[src/rtl/prio_irq_ctrl.sv]
module prio_irq_ctrl #(
  parameter int N_SRC = 16,
  parameter int DW    = 16
) (
  input  logic                         clk,
  input  logic                         rst_n,
  input  logic                         cfg_we,
  input  logic [$clog2(N_SRC+8)-1:0]   cfg_addr,
  input  logic [DW-1:0]                cfg_wdata,
  input  logic [N_SRC-1:0]             irq_in,
  input  logic [1:0]                   core_mask,
  input  logic                         irq_ack,
  output logic                         irq_req,
  output logic [$clog2(N_SRC)-1:0]     irq_vec,
  output logic [2*DW-1:0]              irq_addr,
  output logic                         irq_fast,
  output logic [1:0]                   cur_status
);
  localparam int VW = $clog2(N_SRC);
  localparam int AW = $clog2(N_SRC+8);
  localparam int A_BASE = N_SRC;
  localparam int A_CUR  = N_SRC + 7;

  logic [N_SRC-1:0] en;
  logic [1:0]       lvl [N_SRC];
  logic [DW-1:0]    base;
  logic [VW-1:0]    fmatch [2];
  logic [DW-1:0]    flo [2];
  logic [DW-1:0]    fhi [2];
  logic [1:0]       status;

  logic             req_q, fast_q;
  logic [VW-1:0]    vec_q;
  logic [2*DW-1:0]  addr_q;
  logic [1:0]       plev_q;

  logic             win_ok;
  logic [VW-1:0]    win_vec;
  logic [1:0]       win_lvl;
  logic [1:0]       thr;
  logic             m0, m1;
  logic [2*DW-1:0]  win_addr;

  assign thr = (core_mask > status) ? core_mask : status;

  always_comb begin
    win_ok  = 1'b0;
    win_vec = '0;
    win_lvl = '0;
    for (int i = N_SRC-1; i >= 0; i--) begin
      if (irq_in[i] && en[i] && lvl[i] >= thr && (!win_ok || lvl[i] >= win_lvl)) begin
        win_ok  = 1'b1;
        win_vec = VW'(i);
        win_lvl = lvl[i];
      end
    end
  end

  assign m0 = (win_lvl == 2'd2) && (fmatch[0] == win_vec);
  assign m1 = (win_lvl == 2'd2) && (fmatch[1] == win_vec);
  assign win_addr = m0 ? {fhi[0], flo[0]} :
                    m1 ? {fhi[1], flo[1]} :
                         {{DW{1'b0}}, base + (DW'(win_vec) << 1)};

  always_ff @(posedge clk or negedge rst_n) begin
    if (!rst_n) begin
      en   <= '0;
      base <= '0;
      for (int i = 0; i < N_SRC; i++) lvl[i] <= '0;
      for (int k = 0; k < 2; k++) begin
        fmatch[k] <= '0;
        flo[k]    <= '0;
        fhi[k]    <= '0;
      end
    end else if (cfg_we) begin
      for (int i = 0; i < N_SRC; i++)
        if (cfg_addr == AW'(i)) begin
          en[i]  <= cfg_wdata[2];
          lvl[i] <= cfg_wdata[1:0];
        end
      if (cfg_addr == AW'(A_BASE))   base      <= cfg_wdata;
      if (cfg_addr == AW'(A_BASE+1)) fmatch[0] <= cfg_wdata[VW-1:0];
      if (cfg_addr == AW'(A_BASE+2)) fmatch[1] <= cfg_wdata[VW-1:0];
      if (cfg_addr == AW'(A_BASE+3)) flo[0]    <= cfg_wdata;
      if (cfg_addr == AW'(A_BASE+4)) fhi[0]    <= cfg_wdata;
      if (cfg_addr == AW'(A_BASE+5)) flo[1]    <= cfg_wdata;
      if (cfg_addr == AW'(A_BASE+6)) fhi[1]    <= cfg_wdata;
    end
  end

  always_ff @(posedge clk or negedge rst_n) begin
    if (!rst_n) begin
      req_q  <= 1'b0;
      fast_q <= 1'b0;
      vec_q  <= '0;
      addr_q <= '0;
      plev_q <= '0;
      status <= '0;
    end else if (req_q) begin
      if (irq_ack) begin
        req_q  <= 1'b0;
        status <= (plev_q == 2'd0) ? 2'd1 : (plev_q == 2'd1) ? 2'd2 : 2'd3;
      end else if (cfg_we && cfg_addr == AW'(A_CUR)) begin
        status <= cfg_wdata[1:0];
      end
    end else begin
      if (cfg_we && cfg_addr == AW'(A_CUR)) status <= cfg_wdata[1:0];
      if (win_ok) begin
        req_q  <= 1'b1;
        vec_q  <= win_vec;
        addr_q <= win_addr;
        fast_q <= m0 | m1;
        plev_q <= win_lvl;
      end
    end
  end

  assign irq_req    = req_q;
  assign irq_vec    = vec_q;
  assign irq_addr   = addr_q;
  assign irq_fast   = fast_q & req_q;
  assign cur_status = status;
endmodule

[config.mk]
export PLATFORM = sky130hd
export DESIGN_NAME = prio_irq_ctrl
export DESIGN_NICKNAME = d
export VERILOG_FILES = /design/src/rtl/prio_irq_ctrl.sv
export SDC_FILE = /design/constraint.sdc
export NUM_CORES = 1
export LEC_CHECK = 0
export ABC_AREA = 0
export CORE_UTILIZATION = 60
export DETAILED_ROUTE_END_ITERATION = 6
export MAX_ROUTING_LAYER = met4
export PLACE_DENSITY = 0.89
export SLEW_MARGIN = 20
export SYNTH_ARGS = -nofsm -noshare
export SYNTH_HDL_FRONTEND = slang
export SYNTH_SLANG_ARGS = --single-unit
[constraint.sdc]
create_clock -name clk -period 49.5 [get_ports clk]
set_clock_uncertainty 0.15 [all_clocks]
set_input_delay 9.9 -clock clk [delete_from_list [all_inputs] [get_ports clk]]
set_output_delay 9.9 -clock clk [all_outputs]
set_load 0.05 [all_outputs]
==> results of run 1 <==
-- layout make-up --
cell class | instances | area (sq um) | share of cell area, %
flip-flops and latches | 178 | 4454 | 37.41
clock buffers | 17 | 425.4 | 3.573
repair buffers | 92 | 899.6 | 7.556
multi-input cells | 716 | 5518 | 46.35
clock inverters | 15 | 205.2 | 1.724
well taps | 220 | 275.3 | 2.312
inverters | 34 | 127.6 | 1.072
-- cell families (layout without fill, tap and decap cells) --
family / after synthesis / after routing / share of synthesized area (%)
flops: 178 / 178 / 43.53
compound gates: 198 / 198 / 14.01
simple gates: 290 / 290 / 14.46
fa+ha+maj: 61 / 61 / 7.531
xor+xnor: 13 / 13 / 1.113
mux: 154 / 154 / 16.69
buf+inv: 66 / 158 / 2.665
-- per-layer routing --
metal / vias to the layer above / GRT usage (%) / routed length (um)
li1: 3676 / - / -
met1: 4007 / 40.05 / 10990
met2: 329 / 52.78 / 12970
met3: 80 / 4.751 / 1409
met4: 0 / 13.54 / 825
met5: - / - / 0
-- cells in the mapped netlist (20+ instances only) --
master / number
mux2_2: 133
inv_1: 34
nand2b_1: 32
nand3b_1: 20
o21ai_0: 26
ha_1: 60
nand3_1: 31
mux2i_1: 21
clkbuf_1: 24
nor2_1: 64
a21oi_1: 69
nand2_1: 77
dfrtp_1: 178
-- metrics by stage --
stage,hold WS (ns),utilization (%)
3_5_place_dp,0.3228,67.73
2_1_floorplan,0.2811,-
5_1_grt,0.3621,71.54
4_1_cts,0.3405,71.52
6_report,0.3349,71.54
3_3_place_gp,0.2985,67.73
-- final timing paths --
| check | start | endpoint | slack, ns | cells past startpoint |
|---|---|---|---|---|
| min in group asynchronous | rst_n | lvl[21]$_DFFE_PN0P_ | 9.44 | 1 |
| setup reg to reg | cur_status[1]$_DFF_PN0_ | irq_addr[9]$_DFFE_PN0P_ | 24.28 | 111 |
| hold reg to reg | irq_vec[2]$_DFFE_PN0P_ | irq_vec[2]$_DFFE_PN0P_ | 0.33 | 2 |
| setup / recovery | core_mask[1] | irq_addr[9]$_DFFE_PN0P_ | 14.78 | 111 |
| hold / removal | irq_vec[2]$_DFFE_PN0P_ | irq_vec[2]$_DFFE_PN0P_ | 0.33 | 2 |
| max in group asynchronous | rst_n | irq_addr[14]$_DFFE_PN0P_ | 38.43 | 2 |
-- power by group through the flow --
stage | Clock, W | Combinational, W | Sequential [W]
final | 0.000143 | 0.000320 | 0.000212
after global routing | 0.000149 | 0.000348 | 0.000216
after CTS | 0.000143 | 0.000318 | 0.000211
after detailed placement | 0 | 0.000312 | 0.000213
after global placement | 0 | 0.000303 | 0.000211
after floorplan | 0 | 0.000181 | 0.000252
-- sequential cells by signal (all words and copies together), names as in the netlist --
| register | cells |
|---|---|
| base | 16 |
| cur_status | 2 |
| en | 16 |
| fast_q | 1 |
| fhi | 32 |
| flo | 32 |
| fmatch | 8 |
| irq_addr | 32 |
| irq_req | 1 |
| irq_vec | 4 |
| lvl | 32 |
| plev_q | 2 |
-- worst reg2reg max path: cells and delay by family (launching register included) --
family          cells  cell delay [ns]
compound gates     48            11.68
buf+inv             5             0.77
mux                 4             1.41
flops               1             0.41
fa+ha+maj          17             4.64
simple gates       37             6.04
==> results.json, run 1 <==
{
  "hold_viol_final": 0,
  "syn_nets": 1064,
  "critPathKind": "in2reg",
  "seq_power_share_pct": 31.4,
  "crit_family": "compound AO/OA/AOI/OAI gates",
  "post_cts_buffers": 0,
  "cp-end-kind": "flip-flop",
  "finalWirelength_um": 26190,
  "fin_ws_ns": 14.78,
  "antenna_found_initial": 0,
  "drive_above_1_share_pct": 19.87,
  "routed_via_density": 6.362,
  "clk_pin_slew_ns": 0.08,
  "grt_pass1_vias": 8353,
  "status": "finished, final reports clean",
  "start_util_pct": 61.49,
  "synth_cells": 960,
  "dr.pass1.iters": 5,
  "cts_resized": 0,
  "drv_cap": 0,
  "p_sw_w": 0.0002943,
  "synth_ff_type": "dfrtp_1",
  "switching_share_pct": 43.56,
  "synth-edff-count": 0,
  "clk_path_buf_depth": 2,
  "cts_root_buf": "clkbuf_16",
  "critPathArrivalTime_ns": 34.87,
  "layout.nets": 1143,
  "period_share_pct": 70.15,
  "required_ns": 49.65,
  "clkSinkCount": 178,
  "crit_fanout": 19,
  "gr-total-overflow": 0,
  "die_h_um": 132.6,
  "gp_congestion": 1.002,
  "fmax_mhz": 28.80,
  "drt_iter0_markers": 809,
  "antennaDiodeCount": 0,
  "dp.cells": 1240,
  "synth_top_cell_by_area": "dfrtp_1",
  "period_minus_slack_ns": 34.72,
  "cts_buffers": 17,
  "fin_area_sq_um": 11910,
  "worst_setup_path_start_kind": "input pin",
  "synth_top_area_share_pct": 43.53,
  "setup_viol": 0,
  "ys_async_sr_fraction_pct": 100.0,
  "fp-row-count": 47,
  "cellLeakagePower_nw": 5.220,
  "port_buffers": 82,
  "core_sq_um": 16640,
  "p_per_area_nw_per_um2": 56.75,
  "grtUsageTotal_pct": 32.24,
  "power_w": 0.0006757,
  "vias": 8092,
  "syn_area_sq_um": 10230,
  "rsz0062_at_grt": "false",
  "die_width_um": 132.6,
  "fillCellCount": 1134,
  "grt_pass1_wl_um": 43140,
  "ys_warn_count": 0,
  "ys_top_cells_by_area": "dfrtp_1 (44%), mux2_2 (15%), ha_1 (7.3%)",
  "power_frac_clock_pct": 21.2,
  "cp_common_cell": "ha_1",
  "clk_latency_ns": 0.44,
  "final_cells": 1272,
  "hold_class": "reg2reg",
  "io_pins": 83,
  "cp.buffers_inverters": 6,
  "place_area_sq_um": 11270,
  "final_common_cell": "dfrtp_1",
  "h-tree-depth": 4,
  "grt_max_degree": 119,
  "ir_worst_vdd_mv": 0.04840,
  "synth-seq-area-share_pct": 43.53,
  "internal-power_w": 0.0003813,
  "dp_hpwl_um": 17420,
  "synth_seq_cells": 178,
  "die-area_sq_um": 17580,
  "final_antenna_net_count": 0,
  "tightest_slew_ns": 1.120,
  "max_slew_margin_pct": 25.09,
  "maxSlewViolCount": 0,
  "yosys.cell_types.count": 76,
  "ctsHoldBuffers": 0,
  "fin_setup_tns_ns": 0,
  "syn2layout_area_growth_pct": 16.33,
  "cts_tree": "yes",
  "pwr-share-comb_pct": 47.4,
  "wl_per_cell_um": 20.59,
  "drc": 0,
  "avgSynthCellArea_sq_um": 10.66,
  "cp_slowest_cell": "a211oi_4",
  "cpPeakStageDelay_ns": 0.94,
  "place_ws_ns": 15.03,
  "final_cell_mix": "dfrtp_1 (178), mux2_2 (133), clkdlybuf4s50_1 (81)"
}
Power figures use the tool's default switching activity.
==> run 2: changes to the inputs <==
- CORE_UTILIZATION: 60 -> 59
- PLACE_DENSITY: 0.89 -> 0.88
- clock period: 49.5 -> 34.8 ns (I/O delays scaled with it)
==> run 2 against run 1 <==
Against the previous run:
- worst hold slack got worse by 0.024 ns
- setup slack got worse by 12 ns
- register-to-register slack worse by 15 ns
- combinational power up 41%
- via count is 2.0% lower
- sequential cell count is the same
- design area is 0.58% lower
- utilization down 0.91 points
==> results.json, run 2 (synthesis results as in run 1) <==
{
  "status": "finished, final reports clean",
  "setup_viol": 0,
  "whs_ns": 0.3104,
  "routed_via_density": 6.237,
  "power_frac_clock_pct": 20.1,
  "final_cells": 1272,
  "p_sw_w": 0.0004092,
  "grt_max_degree": 98,
  "dr.pass1.iters": 5,
  "die-area_sq_um": 17880,
  "internal-power_w": 0.0005334,
  "dp.cells": 1239,
  "post_cts_buffers": 0,
  "cpPeakStageDelay_ns": 0.82,
  "cp-end-kind": "flip-flop",
  "crit_fanout": 50,
  "maxSlewViolCount": 0,
  "fp-row-count": 47,
  "period_minus_slack_ns": 31.73,
  "ir_worst_vdd_mv": 0.06648,
  "grt_pass1_wl_um": 41860,
  "syn2layout_area_growth_pct": 15.66,
  "die_h_um": 133.7,
  "worst_setup_path_start_kind": "input pin",
  "grt_pass1_vias": 7965,
  "clk_path_buf_depth": 2,
  "start_util_pct": 61.06,
  "hold_viol_final": 0,
  "final_cell_mix": "dfrtp_1 (178), mux2_2 (133), clkdlybuf4s50_1 (79)",
  "die_width_um": 133.7,
  "seq_power_share_pct": 32.0,
  "io_pins": 83,
  "cts_tree": "yes",
  "wl_per_cell_um": 20.35,
  "h-tree-depth": 4,
  "tightest_slew_ns": 1.138,
  "finalWirelength_um": 25880,
  "fmax_mhz": 31.52,
  "gp_congestion": 1.001,
  "drt_iter0_markers": 470,
  "cp_slowest_cell": "nand2b_1",
  "fin_setup_tns_ns": 0,
  "hold_class": "reg2reg",
  "layout.nets": 1142,
  "critPathArrivalTime_ns": 31.82,
  "drv_cap": 0,
  "clk_pin_slew_ns": 0.07,
  "cts_resized": 0,
  "max_slew_margin_pct": 23.88,
  "cellLeakagePower_nw": 5.182,
  "p_per_area_nw_per_um2": 79.64,
  "pwr-share-comb_pct": 47.9,
  "switching_share_pct": 43.42,
  "clk_latency_ns": 0.44,
  "critPathKind": "in2reg",
  "dp_hpwl_um": 16980,
  "cts_root_buf": "clkbuf_16",
  "required_ns": 34.89,
  "final_antenna_net_count": 0,
  "gr-total-overflow": 0,
  "clkSinkCount": 178,
  "rsz0062_at_grt": "false",
  "cts_buffers": 17,
  "core_sq_um": 16760,
  "final_common_cell": "dfrtp_1",
  "grtUsageTotal_pct": 31.10,
  "cp_common_cell": "ha_1",
  "ctsHoldBuffers": 0,
  "drive_above_1_share_pct": 19.89,
  "port_buffers": 82,
  "drc": 0,
  "vias": 7933,
  "period_share_pct": 91.17,
  "antenna_found_initial": 1
}
run 2: path summary, 6_finish.rpt:
| kind | start | end | slack [ns] | cells after the start |
|---|---|---|---|---|
| worst min register to register | fast_q$_DFFE_PN0P_ | fast_q$_DFFE_PN0P_ | 0.31 | 2 |
| min in group asynchronous | rst_n | en[5]$_DFFE_PN0P_ | 6.47 | 1 |
| max in group asynchronous | rst_n | flo[9]$_DFFE_PN0P_ | 26.80 | 2 |
| worst min-delay path | fast_q$_DFFE_PN0P_ | fast_q$_DFFE_PN0P_ | 0.31 | 2 |
| worst max register to register | cur_status[1]$_DFF_PN0_ | irq_addr[14]$_DFFE_PN0P_ | 9.64 | 111 |
| worst max-delay path | core_mask[1] | irq_addr[14]$_DFFE_PN0P_ | 3.07 | 111 |
run 2: through the flow:
stage	utilization [%]	setup slack (ns)	instance area, sq um	total power [W]
floorplan	-	6.799	10230	0.0006167
global placement	67.21	3.909	11260	0.0007337
detailed placement	67.18	3.226	11260	0.0007459
CTS	70.62	3.484	11840	0.0009412
global route	70.62	0.9245	11840	0.0009958
finish	70.62	3.071	11840	0.0009426
run 2: layout make-up:
class,count,area [sq um]
Antenna cell,1,2.502
Timing Repair Buffer,91,883.3
Tap cell,220,275.3
Sequential cell,178,4454
Multi-Input combinational cell,716,5518
Inverter,34,127.6
Fill cell,1187,4923
Clock buffer,19,442.9
Clock inverter,13,132.6
run 2: critical path, delay by kind of cell:
family,cells,cell delay [ns]
AO/OA/AOI/OAI,47,10.82
buffers and inverters,6,1.23
multiplexers,3,1.10
AND/OR/NAND/NOR,38,7.15
adder cells (fa/ha/maj),17,4.50
run 2: power by group through the flow:
stage          clock network, W  logic, W  registers, W
2_1_floorplan                 0  0.000258      0.000359
3_3_place_gp                  0  0.000433      0.000301
3_5_place_dp                  0  0.000444      0.000302
4_1_cts                0.000190  0.000450      0.000300
5_1_grt                0.000198  0.000491      0.000307
6_report               0.000190  0.000451      0.000302
run 2: layer usage:
| metal | share of wire [%] | wire [um] | GRT usage [%] |
|---|---|---|---|
| met5 | 0 | 0 | - |
| met1 | 42 | 10960 | 39.11 |
| met4 | 2.9 | 745 | 12.56 |
| met3 | 6.2 | 1601 | 5.594 |
| met2 | 49 | 12580 | 49.68 |
==> run 3: changes to the inputs <==
- ABC_CLOCK_PERIOD_IN_PS: not set -> 34800
- CAP_MARGIN: not set -> 10
==> results of run 3 <==
No change in the layout: final DEF, timing and power equal those of run 2.
